`config.mk`:
```
export PLATFORM = sky130hd
export DESIGN_NAME = sport_idle_wake
export DESIGN_NICKNAME = d
export VERILOG_FILES = /design/src/rtl/sport_idle_pkg.sv /design/src/rtl/sport_idle_events.sv /design/src/rtl/sport_idle_regs.sv /design/src/rtl/sport_idle_fsm.sv /design/src/rtl/sport_idle_wake.sv
export SDC_FILE = /design/constraint.sdc
export NUM_CORES = 1
export LEC_CHECK = 0
export ABC_AREA = 1
export BUFFER_PORTS_ARGS = -buffer_cell sky130_fd_sc_hd__clkbuf_2
export CAP_MARGIN = 20
export CORE_UTILIZATION = 30
export CTS_CLUSTER_DIAMETER = 50
export DETAILED_ROUTE_END_ITERATION = 6
export GPL_ROUTABILITY_DRIVEN = 0
export PLACE_DENSITY = 0.6
export REMOVE_ABC_BUFFERS = 1
export SLEW_MARGIN = 30
export SYNTH_ARGS = -nofsm -noshare
export SYNTH_HDL_FRONTEND = slang
export SYNTH_SLANG_ARGS = --single-unit
```
`constraint.sdc`:
```
create_clock -name clk -period 2.35 [get_ports clk]
set_clock_uncertainty 0.05 [all_clocks]
set_input_delay 0.235 -clock clk [delete_from_list [all_inputs] [get_ports clk]]
set_output_delay 0.235 -clock clk [all_outputs]
set_load 0.05 [all_outputs]
```
`src/rtl/sport_idle_pkg.sv`:
```
// Shared types and constants for the serial port idle/wakeup controller.
// Assumes the status vector width equals the register data width.
package sport_idle_pkg;

    localparam int NSRC = 7;
    localparam int ADDR_W = 3;

    // Status / enable bit positions (software relies on these)
    localparam int B_RX_RDY  = 0;
    localparam int B_RX_EOF  = 1;
    localparam int B_RX_SERR = 2;
    localparam int B_TX_RDY  = 3;
    localparam int B_TX_EOF  = 4;
    localparam int B_TX_FS   = 5;
    localparam int B_TX_SERR = 6;

    localparam logic [ADDR_W-1:0] A_WAKE_EN = 3'd0;
    localparam logic [ADDR_W-1:0] A_IRQ_EN  = 3'd1;
    localparam logic [ADDR_W-1:0] A_THR_RX  = 3'd2;
    localparam logic [ADDR_W-1:0] A_THR_TX  = 3'd3;
    localparam logic [ADDR_W-1:0] A_STATUS  = 3'd4;

    typedef logic [NSRC-1:0] src_vec_t;

    typedef enum logic [1:0] {
        ST_ACTIVE = 2'd0,
        ST_IDLE   = 2'd1,
        ST_WAKING = 2'd2
    } idle_state_t;

endpackage

```
`src/rtl/sport_idle_events.sv`:
```
// Turns path inputs into one-cycle event pulses, one per status bit.
// Ready events fire on the rising crossing of level >= threshold+1.
// Assumes strobes are single-cycle; all events are masked while frozen.
module sport_idle_events
    import sport_idle_pkg::*;
#(
    parameter int LVL_W = 6
) (
    input  logic             clk,
    input  logic             rst_n,
    input  logic             frozen,
    input  logic             in_idle,
    input  logic [LVL_W-1:0] rx_level,
    input  logic [LVL_W-1:0] tx_space,
    input  logic [LVL_W-1:0] thr_rx,
    input  logic [LVL_W-1:0] thr_tx,
    input  logic             rx_eof,
    input  logic             rx_sync_err,
    input  logic             tx_eof,
    input  logic             tx_fsync,
    input  logic             tx_sync_err,
    output src_vec_t         evt
);
    localparam int NRDY = 2;
    localparam logic [LVL_W:0] ONE = {{LVL_W{1'b0}}, 1'b1};

    logic [LVL_W-1:0] lvl [NRDY];
    logic [LVL_W-1:0] thr [NRDY];
    logic [NRDY-1:0]  rdy_now;
    logic [NRDY-1:0]  rdy_prev;
    logic [NRDY-1:0]  rdy_rise;

    assign lvl[0] = rx_level;
    assign lvl[1] = tx_space;
    assign thr[0] = thr_rx;
    assign thr[1] = thr_tx;

    // One comparator per buffer: level reached threshold plus one
    for (genvar g = 0; g < NRDY; g++) begin : g_rdy
        assign rdy_now[g]  = ({1'b0, lvl[g]} >= ({1'b0, thr[g]} + ONE));
        assign rdy_rise[g] = rdy_now[g] & ~rdy_prev[g];
    end

    // Remember last comparison result; held while clocks are frozen
    always_ff @(posedge clk) begin
        if (!rst_n)       rdy_prev <= '0;
        else if (!frozen) rdy_prev <= rdy_now;
    end

    // Collect raw events into status order and mask during freeze
    always_comb begin
        evt            = '0;
        evt[B_RX_RDY]  = rdy_rise[0];
        evt[B_RX_EOF]  = rx_eof;
        evt[B_RX_SERR] = rx_sync_err;
        evt[B_TX_RDY]  = rdy_rise[1];
        evt[B_TX_EOF]  = tx_eof;
        evt[B_TX_FS]   = tx_fsync & in_idle;
        evt[B_TX_SERR] = tx_sync_err;
        if (frozen) evt = '0;
    end

endmodule

```
`src/rtl/sport_idle_regs.sv`:
```
// Register file: wake-enable, irq-enable, two thresholds, sticky W1C status.
// Assumes LVL_W <= NSRC; read data is combinational from the address.
module sport_idle_regs
    import sport_idle_pkg::*;
#(
    parameter int LVL_W = 6
) (
    input  logic              clk,
    input  logic              rst_n,
    input  logic              we,
    input  logic [ADDR_W-1:0] addr,
    input  logic [NSRC-1:0]   wdata,
    input  src_vec_t          evt,
    output logic [NSRC-1:0]   rdata,
    output src_vec_t          wake_en,
    output src_vec_t          irq_en,
    output logic [LVL_W-1:0]  thr_rx,
    output logic [LVL_W-1:0]  thr_tx,
    output src_vec_t          status
);
    src_vec_t clr;

    assign clr = (we && addr == A_STATUS) ? wdata : '0;

    // Configuration registers written by software
    always_ff @(posedge clk) begin
        if (!rst_n) begin
            wake_en <= '0;
            irq_en  <= '0;
            thr_rx  <= '0;
            thr_tx  <= '0;
        end else if (we) begin
            case (addr)
                A_WAKE_EN: wake_en <= wdata;
                A_IRQ_EN:  irq_en  <= wdata;
                A_THR_RX:  thr_rx  <= wdata[LVL_W-1:0];
                A_THR_TX:  thr_tx  <= wdata[LVL_W-1:0];
                default:   ;
            endcase
        end
    end

    // Sticky status: new events win over a same-cycle clear
    always_ff @(posedge clk) begin
        if (!rst_n) status <= '0;
        else        status <= (status & ~clr) | evt;
    end

    // Read-back multiplexer
    always_comb begin
        case (addr)
            A_WAKE_EN: rdata = wake_en;
            A_IRQ_EN:  rdata = irq_en;
            A_THR_RX:  rdata = NSRC'(thr_rx);
            A_THR_TX:  rdata = NSRC'(thr_tx);
            A_STATUS:  rdata = status;
            default:   rdata = '0;
        endcase
    end

endmodule

```
`src/rtl/sport_idle_fsm.sv`:
```
// Idle handshake state machine (ACTIVE, IDLE, WAKING).
// Forced mode acknowledges at once; smart mode waits for no pending irq.
// The mode is latched when idle is entered.
module sport_idle_fsm
    import sport_idle_pkg::*;
(
    input  logic        clk,
    input  logic        rst_n,
    input  logic        idle_req,
    input  logic        smart_mode,
    input  logic        irq_pend,
    input  logic        wake_hit,
    output idle_state_t state,
    output logic        idle_ack,
    output logic        wakeup,
    output logic        clk_freeze
);
    idle_state_t state_nx;
    logic        smart_q;

    // Next-state selection
    always_comb begin
        state_nx = state;
        unique case (state)
            ST_ACTIVE: if (idle_req && (!smart_mode || !irq_pend)) state_nx = ST_IDLE;
            ST_IDLE: begin
                if (!idle_req)                state_nx = ST_ACTIVE;
                else if (smart_q && wake_hit) state_nx = ST_WAKING;
            end
            ST_WAKING: if (!idle_req) state_nx = ST_ACTIVE;
            default: state_nx = ST_ACTIVE;
        endcase
    end

    // State register and idle-mode latch
    always_ff @(posedge clk) begin
        if (!rst_n) begin
            state   <= ST_ACTIVE;
            smart_q <= 1'b0;
        end else begin
            state <= state_nx;
            if (state == ST_ACTIVE) smart_q <= smart_mode;
        end
    end

    assign idle_ack   = (state != ST_ACTIVE);
    assign wakeup     = (state == ST_WAKING);
    assign clk_freeze = (state == ST_IDLE) && !smart_q;

endmodule

```
`src/rtl/sport_idle_wake.sv`:
```
// Top of the serial port idle/wakeup controller: event detection,
// registers and handshake FSM. Interrupts are held off while idle.
module sport_idle_wake
    import sport_idle_pkg::*;
#(
    parameter int LVL_W = 6
) (
    input  logic             clk,
    input  logic             rst_n,
    input  logic             idle_req,
    input  logic             smart_mode,
    input  logic [LVL_W-1:0] rx_level,
    input  logic [LVL_W-1:0] tx_space,
    input  logic             rx_eof,
    input  logic             rx_sync_err,
    input  logic             tx_eof,
    input  logic             tx_fsync,
    input  logic             tx_sync_err,
    input  logic             reg_we,
    input  logic [2:0]       reg_addr,
    input  logic [6:0]       reg_wdata,
    output logic [6:0]       reg_rdata,
    output logic             idle_ack,
    output logic             wakeup,
    output logic             clk_freeze,
    output logic             irq
);
    src_vec_t         evt, wake_en, irq_en, status_q;
    logic [LVL_W-1:0] thr_rx, thr_tx;
    idle_state_t      state;
    logic             irq_pend, wake_hit;

    assign irq_pend = |(status_q & irq_en);
    assign wake_hit = |(evt & wake_en);
    assign irq      = irq_pend && (state == ST_ACTIVE);

    sport_idle_events #(.LVL_W(LVL_W)) u_evt (
        .clk(clk), .rst_n(rst_n), .frozen(clk_freeze), .in_idle(idle_ack),
        .rx_level(rx_level), .tx_space(tx_space), .thr_rx(thr_rx), .thr_tx(thr_tx),
        .rx_eof(rx_eof), .rx_sync_err(rx_sync_err), .tx_eof(tx_eof),
        .tx_fsync(tx_fsync), .tx_sync_err(tx_sync_err), .evt(evt)
    );

    sport_idle_regs #(.LVL_W(LVL_W)) u_regs (
        .clk(clk), .rst_n(rst_n), .we(reg_we), .addr(reg_addr), .wdata(reg_wdata),
        .evt(evt), .rdata(reg_rdata), .wake_en(wake_en), .irq_en(irq_en),
        .thr_rx(thr_rx), .thr_tx(thr_tx), .status(status_q)
    );

    sport_idle_fsm u_fsm (
        .clk(clk), .rst_n(rst_n), .idle_req(idle_req), .smart_mode(smart_mode),
        .irq_pend(irq_pend), .wake_hit(wake_hit), .state(state),
        .idle_ack(idle_ack), .wakeup(wakeup), .clk_freeze(clk_freeze)
    );

endmodule

```
# Word level (Yosys, flattened, before mapping)
# Index checks and enable logic that the tools add are counted.
[totals] regBits=38 inputBits=32 out_inout_bits=11 word_cells=58
[classes] addsub=2 magnitude_cmp=2 n_eq_ne=9 muxes=8 bitwise=10 n_reduce_logical=19
[ops] op="$pmux 7 s5" count=1
[ops] op="$and 7x7->7" count=3
[ops] op="$add 6x1->7 const B" count=2
[ops] op="$ge 6x7->1" count=2
[ops] op="$mux 7" count=2
[ops] op="$reduce_or 7->1" count=2
[ops] op="$mux 2" count=4
[ops] op="$reduce_and 2->1" count=4
[ops] op="$not 7->7" count=1
[ops] op="$or 7x7->7" count=1
[ops] op="$eq 3x2->1 const B" count=2
[ops] op="$pmux 2 s3" count=1
[ops] op="$logic_and 1x1->1" count=5
[ops] op="$and 1x1->1" count=3
[ops] op="$eq 3x1->1 const B" count=1
[ops] op="$eq 3x3->1 const B" count=1
[ops] op="$logic_not 1->1" count=3
[ops] op="$logic_not 3->1" count=1
[ops] op="$ne 3x2->1 const B" count=1
[ops] op="$reduce_and 3->1" count=1
[ops] op="$eq 2x1->1 const B" count=1
[ops] op="$eq 2x2->1 const B" count=1
[ops] op="$logic_not 2->1" count=1
[ops] op="$ne 2x1->1 const B" count=1
[ops] op="other kinds (4)" count=5

# Logic depth before layout (Yosys ltp)
# Gate-level depths: netlist of the first run.
[logic_depth] ltp_word=10 mapped_depth=15 mapped_depth_nobuf=15

# Cells and area by module
# A second synthesis of the first run with hierarchy kept.
[hier_totals] hier_cells=397 hier_area_um2=2466.1
[modules_own_cells] module="sport_idle_regs" n_inst=1 cells_per_inst=237 area_each_um2=1546.5 seq_area_each_um2=660.6
[modules_own_cells] module="sport_idle_events" n_inst=1 cells_per_inst=109 area_each_um2=654.4 seq_area_each_um2=40.0
[modules_own_cells] module="sport_idle_fsm" n_inst=1 cells_per_inst=24 area_each_um2=148.9 seq_area_each_um2=60.1
[modules_own_cells] module="sport_idle_wake" n_inst=1 cells_per_inst=27 area_each_um2=116.4 seq_area_each_um2=0.0

# Least setup slack after synthesis of the first run
# No wires, ideal clock.
[synth_timing] kind="input port to output port" from="in reg_addr[0]" to="out reg_rdata[0]" arrival_time_ps=1674 required_ps=2065 path_slack_ps=391 path_stages=3 n_path_buf=0 path_cell_list="nor3_2 -> inv_1 -> o21ai_0"
[synth_between] elab_chain_len=2 word_cells_on_any_way=6 classes_between="eq/ne: 4; mux: 1; reduce/logical: 1"
[synth_rtl] element="start: declaration" line_no="sport_idle_wake.sv:20" source="input logic [2:0] reg_addr,"
[synth_rtl] element="$eq 3x3->1 (tied with other cells)" line_no="sport_idle_regs.sv:51" source="case (addr)"
[synth_rtl] element="$pmux 7 s5 (*)" line_no="sport_idle_regs.sv:51"
[synth_rtl] element="end: declaration" line_no="sport_idle_wake.sv:22" source="output logic [6:0] reg_rdata,"
# Mark *: on every way between the ends. The rest lies on a longest branch, timed or not.

# Final worst setup path of the first run
[layout_timing] from="reg u_regs.thr_rx[0]" to="reg u_fsm.state[0]"
[layout_between] elab_chain_len=9
[layout_rtl] element="start: declaration" line_no="sport_idle_regs.sv:17" source="output logic [LVL_W-1:0] thr_rx,"
[layout_rtl] element="start signal: assignment" line_no="sport_idle_regs.sv:36" source="A_THR_RX: thr_rx <= wdata[LVL_W-1:0];"
[layout_rtl] element="$add 6x1->7" line_no="sport_idle_events.sv:40" source="assign rdy_now[g] = ({1'b0, lvl[g]} >= ({1'b0, thr[g]} + ONE));"
[layout_rtl] element="$ge 6x7->1" line_no="sport_idle_events.sv:40"
[layout_rtl] element="$and 1x1->1" line_no="sport_idle_events.sv:41" source="assign rdy_rise[g] = rdy_now[g] & ~rdy_prev[g];"
[layout_rtl] element="$mux 7" line_no="sport_idle_events.sv:60" source="if (frozen) evt = '0;"
[layout_rtl] element="$and 7x7->7" line_no="sport_idle_wake.sv:34" source="assign wake_hit = |(evt & wake_en);"
[layout_rtl] element="$reduce_or 7->1" line_no="sport_idle_wake.sv:34"
[layout_rtl] element="$logic_and 1x1->1" line_no="sport_idle_fsm.sv:28" source="else if (smart_q && wake_hit) state_nx = ST_WAKING;"
[layout_rtl] element="$ne 3x2->1 (no line)"
[layout_rtl] element="$reduce_and 3->1 (no line)"
[layout_rtl] element="end signal: assignment" line_no="sport_idle_fsm.sv:41" source="state <= state_nx;"
[layout_rtl] element="end: declaration" line_no="sport_idle_fsm.sv:13" source="output idle_state_t state,"
# Every way passes these cells.
# A chain may end at the register's enable or synchronous reset.

==> results.json, run 1 <==
{
  "hp-class": "primary input to flop",
  "drt_first_pass_iters": 6,
  "core_area_um2": 7214,
  "switching_share_pct": 29.89,
  "required_ps": 2490,
  "finalCriticalPeriod_ps": 2069,
  "cts_hold_buffers": 0,
  "ir_drop_uv": 278.6,
  "max_freq_mhz": 483.2,
  "fin_cells": 474,
  "num-fill-cells": 842,
  "cts_setup_buffers": 0,
  "post-dp-hpwl_um": 4792,
  "syn_area_per_cell_um2": 6.756,
  "yosysWarnings": 0,
  "ys_seq_area_share_pct": 34.12,
  "synth_cell_type_count": 26,
  "dieHeight_um": 88.21,
  "antenna_left": 0,
  "antenna_cells": 0,
  "cts_buffers": 5,
  "cts_num_sinks": 38,
  "tightest_slew_ps": 497.7,
  "die_w_um": 88.21,
  "hold_viol": 0,
  "grt_max_degree": 26,
  "cts_tree": "built",
  "antenna_found_initial": 0,
  "intPower_w": 0.001086,
  "path_class": "flop to flop",
  "multi_input_area_um2": 1249,
  "place_area_um2": 2544,
  "drc": 2,
  "fin_crit_sh_pct": 88.06,
  "final_cell_mix": "73 x nand2_1, 49 x inv_1, 42 x clkbuf_2, 38 x dfxtp_1, 35 x o21ai_0",
  "p_seq_share_pct": 45.7,
  "end_kind": "flop",
  "setup_ws_ps": 280.7,
  "wire_per_inst_um": 12.92,
  "fin_nets": 420,
  "power_density_nw_per_um2": 582.0,
  "p_clk_share_pct": 35.8,
  "leakage_nw": 1.223,
  "area_growth_pct": 19.42,
  "crit_path_start_kind": "flop",
  "cp_max_fo": 3,
  "drtIter0Drc": 167,
  "viasPerCell": 4.722,
  "dp_cells": 466,
  "outcome": "finished, violations left",
  "grt_usage_pct": 16.85,
  "synth-seq-cells": 38,
  "clkSlewWorstSetupHoldPaths_ps": 80,
  "cp.arrival_ps": 2210,
  "relSlewSlack_pct": 66.78,
  "postSynthCellCount": 330,
  "drive_above_1_share_pct": 16.80,
  "tns_ps": 0,
  "wirelength_um": 6123,
  "dieArea_um2": 7781,
  "setup_violations": 0,
  "vias": 2238,
  "rsz0062_at_grt": "false",
  "ioPinCount": 43,
  "synthesis.area_um2": 2230,
  "port_buffers": 42,
  "htreeDepth": 2,
  "design_area_um2": 2663,
  "seq_area_um2": 760.7,
  "ctsLongestPathBuffers": 2,
  "maxSlewViolCount": 0,
  "maxCapViolations": 0,
  "grt_pass1_vias": 2035,
  "violations": "design-rule violations",
  "grt_overflow": 0,
  "post-place-ws_ps": 177.0,
  "cts_root_buf": "clkbuf_8",
  "final_common_cell": "nand2_1",
  "pwr-share-comb_pct": 18.6,
  "initial_core_util_pct": 30.91,
  "clk_latency_ps": 300,
  "final_util_pct": 36.91,
  "switchingPower_w": 0.0004632,
  "grt_pass1_wl_um": 9956,
  "num_rows": 31
}
repair_timing:
action                     in CTS  in global routing
hold endpoints to repair        0                  0
setup endpoints to repair       0                  1
gates resized for setup         0                  2
synthesized netlist by cell type, drive strengths merged:
library cell,number,share of area [%]
nand4,3,0.84
xnor2,2,0.79
nand3,26,6.1
nor2,27,5.0
nor3,4,1.3
a21oi,34,7.8
o211ai,1,0.34
o221ai,1,0.39
xor2,6,2.4
dfxtp,38,34
nand2,74,13
clkinv,1,0.17
a221oi,6,2.4
buf,2,0.73
inv,51,8.6
clkbuf,5,0.84
o21ai,35,7.9
ha,14,7.9
per-stage QoR:
step                 power, W  hold WS [ps]
finish               0.001550         130.6
global route         0.001632         147.4
CTS                  0.001557         130.9
detailed placement   0.001011         411.7
global placement     0.001007         404.8
floorplan           0.0009044         308.0
per-layer routing:
layer / vias to the layer above / share of wire [%] / global-route usage (%)
met3: 6 / 6.8 / 4.011
li1: 1172 / - / -
met4: 0 / 0.85 / 3.666
met2: 65 / 44 / 26.29
met1: 995 / 48 / 23.63
met5: - / 0 / 0
final timing paths:
check	startpoint	end	slack [ps]	depth (start not counted)
worst max-delay path	u_regs.thr_rx[0]	u_fsm.state[0]	280	14
worst min register to register	u_evt.rdy_prev[1]	u_evt.rdy_prev[1]	420	2
worst min-delay path	tx_eof	u_regs.status[4]	130	3
worst max register to register	u_regs.thr_rx[0]	u_fsm.state[0]	280	14
cell type report:
| type | instances | area share [%] |
|---|---|---|
| multi-input cells | 233 | 46.90 |
| clock buffers | 5 | 2.585 |
| flip-flops and latches | 38 | 28.57 |
| clock inverters | 3 | 1.504 |
| inverters | 52 | 7.331 |
| well taps | 99 | 4.652 |
| repair buffers | 44 | 8.459 |
worst max-delay path, stage by stage, from the launching register on:
cell	delay, ps
dfxtp_1	350
inv_1	80
nor3_2	230
nand3_1	110
xor2_1	160
ha_1	300
nand2_1	60
nor2_1	90
nand2_1	50
nand2_1	100
nand4_1	100
nand3_1	90
nand2_1	60
nand2_1	70
a21oi_2	50
state kept, by name (all words and copies together), names as in the netlist:
name            flops
u_regs.wake_en      7
u_fsm.smart_q       1
u_evt.rdy_prev      2
u_fsm.state         2
u_regs.thr_tx       6
u_regs.thr_rx       6
u_regs.status       7
u_regs.irq_en       7
kinds of logic after synthesis:
family / Yosys count / synth area share, %
flops: 38 / 34.12
compound gates: 77 / 18.74
xor+xnor: 8 / 3.143
fa+ha+maj: 14 / 7.856
simple gates: 134 / 25.81
buf+inv: 59 / 10.33
power groups by stage:
stage                     clock [W]  combinational (W)  sequential [W]
after floorplan                   0           0.000191        0.000713
after global placement            0           0.000286        0.000722
after detailed placement          0           0.000289        0.000722
after CTS                  0.000560           0.000290        0.000707
after global routing       0.000592           0.000328        0.000712
final                      0.000554           0.000288        0.000708
Power figures use the tool's default switching activity.
==> inputs of run 2 (changes only) <==
--- a/config.mk
+++ b/config.mk
@@ -8,11 +8,13 @@
 export ABC_AREA = 1
 export BUFFER_PORTS_ARGS = -buffer_cell sky130_fd_sc_hd__clkbuf_2
 export CAP_MARGIN = 20
+export CELL_PAD_IN_SITES_DETAIL_PLACEMENT = 1
+export CELL_PAD_IN_SITES_GLOBAL_PLACEMENT = 2
 export CORE_UTILIZATION = 30
 export CTS_CLUSTER_DIAMETER = 50
 export DETAILED_ROUTE_END_ITERATION = 6
 export GPL_ROUTABILITY_DRIVEN = 0
-export PLACE_DENSITY = 0.6
+export PLACE_DENSITY = 0.88
 export REMOVE_ABC_BUFFERS = 1
 export SLEW_MARGIN = 30
 export SYNTH_ARGS = -nofsm -noshare
==> results.json, run 2 (synthesis results as in run 1) <==
{
  "clk_latency_ps": 300,
  "outcome": "finished clean",
  "post-dp-hpwl_um": 5273,
  "setup_ws_ps": 245.1,
  "core_area_um2": 7214,
  "cp_max_fo": 4,
  "relSlewSlack_pct": 67.98,
  "area_growth_pct": 20.71,
  "vias": 2300,
  "hold_viol": 0,
  "num_rows": 31,
  "antenna_found_initial": 0,
  "grt_pass1_wl_um": 10670,
  "maxSlewViolCount": 0,
  "reg_top3": "u_regs.irq_en (7), u_regs.status (7), u_regs.wake_en (7)",
  "antenna_cells": 0,
  "clkSlewWorstSetupHoldPaths_ps": 80,
  "drive_above_1_share_pct": 16.53,
  "max_freq_mhz": 475.1,
  "fin_nets": 420,
  "final_cell_mix": "73 x nand2_1, 49 x inv_1, 42 x clkbuf_2, 38 x dfxtp_1, 35 x o21ai_0",
  "tightest_slew_ps": 479.8,
  "wirelength_um": 6736,
  "ctsLongestPathBuffers": 2,
  "grt_usage_pct": 18.23,
  "finalCriticalPeriod_ps": 2105,
  "drtIter0Drc": 82,
  "grt_overflow": 0,
  "post-place-ws_ps": 188.1,
  "setup_violations": 0,
  "drt_first_pass_iters": 4,
  "end_kind": "flop",
  "fin_crit_sh_pct": 89.57,
  "leakage_nw": 1.237,
  "port_buffers": 42,
  "drc": 0,
  "grt_pass1_vias": 2238,
  "cts_root_buf": "clkbuf_8",
  "rsz0062_at_grt": "false",
  "cts_tree": "built",
  "required_ps": 2540,
  "dieHeight_um": 88.21,
  "hp-class": "primary input to flop",
  "power_density_nw_per_um2": 630.5,
  "dieArea_um2": 7781,
  "cts_buffers": 5,
  "antenna_left": 0,
  "initial_core_util_pct": 30.91,
  "viasPerCell": 4.852,
  "ir_drop_uv": 214.6,
  "ioPinCount": 43,
  "cts_hold_buffers": 0,
  "final_common_cell": "nand2_1",
  "grt_max_degree": 26,
  "die_w_um": 88.21,
  "htreeDepth": 2,
  "cts_num_sinks": 38,
  "crit_path_start_kind": "flop",
  "cp.arrival_ps": 2290,
  "wire_per_inst_um": 14.21,
  "path_class": "flop to flop",
  "tns_ps": 0,
  "maxCapViolations": 0
}
-- run 2: cell types whose count changed in the layout (fill, tap and decap cells not counted), sizes merged --
| cell | previous run | this run |
|---|---|---|
| bufinv | 1 | 2 |
| clkinv | 3 | 1 |
| clkbuf | 47 | 48 |
-- run 2: per-stage QoR --
step | cells | utilization, % | power, W | area, um^2 | hold slack [ps]
6_report | 474 | 37.30 | 0.001697 | 2691 | 131.6
5_1_grt | 474 | 37.30 | 0.001782 | 2691 | 143.8
4_1_cts | 474 | 37.24 | 0.001721 | 2686 | 123.6
3_5_place_dp | 466 | 35.26 | 0.001019 | 2544 | 411.7
3_3_place_gp | 466 | 35.26 | 0.001011 | 2544 | 402.7
2_1_floorplan | 323 | - | 0.0009044 | 2195 | 308.0
-- run 2: area by class of cell --
| type | count | area, um^2 |
|---|---|---|
| multi-input cells | 233 | 1244 |
| flip-flops and latches | 38 | 760.7 |
| repair buffers | 44 | 225.2 |
| clock inverters | 2 | 60.06 |
| clock buffers | 6 | 82.58 |
| inverters | 52 | 195.2 |
| well taps | 99 | 123.9 |
| fillers | 956 | 4523 |
-- run 2: power by group --
part	internal [W]	switching [W]
Clock	0.000453	0.000242
Sequential	0.000680	0.0000294
Combinational	0.0000948	0.000198
Total	0.00123	0.000470
-- run 2: layer usage --
layer,vias to the layer above,routed length (um),GRT usage (%)
met1,1080,3109,23.01
met3,9,283,2.799
met2,42,3238,31.61
met4,0,104,6.305
met5,-,0,0
li1,1169,-,-
-- run 2: path summary, 6_finish.rpt --
check | from | endpoint | slack, ps | cells after the start
setup / recovery | u_regs.thr_tx[0] | u_fsm.state[0] | 250 | 12
hold / removal | tx_eof | u_regs.status[4] | 130 | 3
setup reg to reg | u_regs.thr_tx[0] | u_fsm.state[0] | 250 | 12
hold reg to reg | u_evt.rdy_prev[0] | u_evt.rdy_prev[0] | 420 | 2
-- run 2: what timing repair did --
action	CTS	global route
gates resized for setup	0	1
endpoints found under the setup margin	0	2
setup buffers	0	0
-- run 2: critical path, cell delays in order (launching register included) --
cell     delay [ps]
dfxtp_1         340
inv_1            90
nor3_1          290
nand3_1         130
xor2_1          170
ha_1            290
a21oi_1         160
nand2_1         110
nand4_1          90
nand3_1          80
nand2_1          80
nand2_1          60
a21oi_2         100
==> inputs of run 3 (changes only) <==
==> constraint.sdc (replaced) <==
create_clock -name clk -period 2.58 [get_ports clk]
set_clock_uncertainty 0.05 [all_clocks]
set_input_delay 0.258 -clock clk [delete_from_list [all_inputs] [get_ports clk]]
set_output_delay 0.258 -clock clk [all_outputs]
set_load 0.05 [all_outputs]
==> results.json, run 3 (synthesis results as in run 1) <==
{
  "vias": 2287,
  "power_density_nw_per_um2": 501.7,
  "antenna_found_initial": 0,
  "postCtsResizedCells": 0,
  "drive_above_1_share_pct": 15.59,
  "hp-class": "primary input to flop",
  "antenna_cells": 0,
  "crit_path_start_kind": "flop",
  "hold_viol": 0,
  "grt_pass1_vias": 2268,
  "dr_wl_met3_um": 240,
  "wire_per_inst_um": 13.93,
  "drtIter0Drc": 110,
  "wl_met2_um": 3173,
  "final_common_cell": "nand2_1",
  "grt_overflow": 0,
  "core_area_um2": 7214,
  "post-dp-hpwl_um": 5308,
  "dieHeight_um": 88.21,
  "end_kind": "flop",
  "cts_hold_buffers": 0,
  "wirelength_um": 6561,
  "cp.arrival_ps": 2300,
  "final_util_pct": 36.14,
  "fin_nets": 418,
  "initial_core_util_pct": 30.91,
  "finalCriticalPeriod_ps": 2172,
  "cts_root_buf": "clkbuf_8",
  "tns_ps": 0,
  "dieArea_um2": 7781,
  "maxSlewViolCount": 0,
  "ctsLongestPathBuffers": 2,
  "drc": 0,
  "tightest_slew_ps": 469.9,
  "fin_crit_sh_pct": 84.17,
  "cts_buffers": 5,
  "path_class": "flop to flop",
  "setup_violations": 0,
  "relSlewSlack_pct": 68.64,
  "cts_setup_buffers": 0,
  "dp_cells": 464,
  "wl_met1_um": 3075,
  "ir_drop_uv": 177.0,
  "grt_pass1_wl_um": 10760,
  "die_w_um": 88.21,
  "num-fill-cells": 988,
  "outcome": "finished clean",
  "topRoutingLayerUsed": "met4",
  "cp_max_fo": 3,
  "leakage_nw": 1.199,
  "required_ps": 2710,
  "drt_first_pass_iters": 4,
  "num_rows": 31,
  "max_freq_mhz": 460.5,
  "port_buffers": 42,
  "cts_num_sinks": 38,
  "htreeDepth": 2,
  "maxCapViolations": 0,
  "antenna_left": 0,
  "grt_usage_pct": 18.24,
  "rsz0062_at_grt": "false",
  "total_power_w": 0.001308,
  "viasPerCell": 4.856,
  "fin_cells": 471,
  "r2r_slack_ps": 410,
  "whs_ps": 163.9,
  "ioPinCount": 43,
  "clkSlewWorstSetupHoldPaths_ps": 80,
  "area_growth_pct": 16.95,
  "final_cell_mix": "73 x nand2_1, 49 x inv_1, 42 x clkbuf_2, 38 x dfxtp_1, 35 x o21ai_0",
  "reg_top3": "u_regs.irq_en (7), u_regs.status (7), u_regs.wake_en (7)",
  "clk_latency_ps": 300,
  "cts_tree": "built",
  "grt_max_degree": 26
}
## run 3: cell types whose count changed in the layout (fill, tap and decap cells not counted)
cell       change
clkbuf_8       -1
buf_4          -2
bufinv_16      -2
nor3_1         +1
nor3_2         -1
clkinv_2       +2
## run 3: path summary, 6_finish.rpt
path | start | to | cells after the start
max | u_regs.thr_rx[0] | u_fsm.state[0] | 14
min | tx_eof | u_regs.status[4] | 3
max reg2reg | u_regs.thr_rx[0] | u_fsm.state[0] | 14
min reg2reg | u_evt.rdy_prev[0] | u_evt.rdy_prev[0] | 2
## run 3: worst max-delay path, stage by stage (launching register included)
cell     delay [ps]
dfxtp_1         360
inv_1            80
nor3_1          310
nand3_1         130
xor2_1          170
ha_1            300
nand2_1          60
nor2_1           90
nand2_1          60
nand2_1         100
nand4_1          90
nand3_1          80
nand2_1          60
nand2_1          70
a21oi_2          50
## run 3: stage by stage
step           area (um^2)  worst slack [ps]
2_1_floorplan         2195             575.5
3_3_place_gp          2529             453.4
3_5_place_dp          2529             380.2
4_1_cts               2608             377.4
5_1_grt               2608             92.53
6_report              2608             408.4
## run 3: layer usage
layer / global-route usage [%] / up-vias
li1: - / 1162
met1: 23.44 / 1079
met5: 0 / -
met3: 3.172 / 6
met4: 5.279 / 0
met2: 31.33 / 40
## run 3: cell type report
cell class / instances / area, um^2 / share of cell area (%)
clock buffers: 5 / 68.82 / 2.639
clock inverters: 2 / 10.01 / 0.3839
inverters: 52 / 195.2 / 7.486
multi-input cells: 233 / 1239 / 47.50
flip-flops and latches: 38 / 760.7 / 29.17
well taps: 99 / 123.9 / 4.750
repair buffers: 42 / 210.2 / 8.061
## run 3: where the power goes
group	switching (W)	internal (W)	total, W
clock network	0.000218	0.000182	0.000399
logic	0.000179	0.0000850	0.000264
registers	0.0000263	0.000619	0.000645
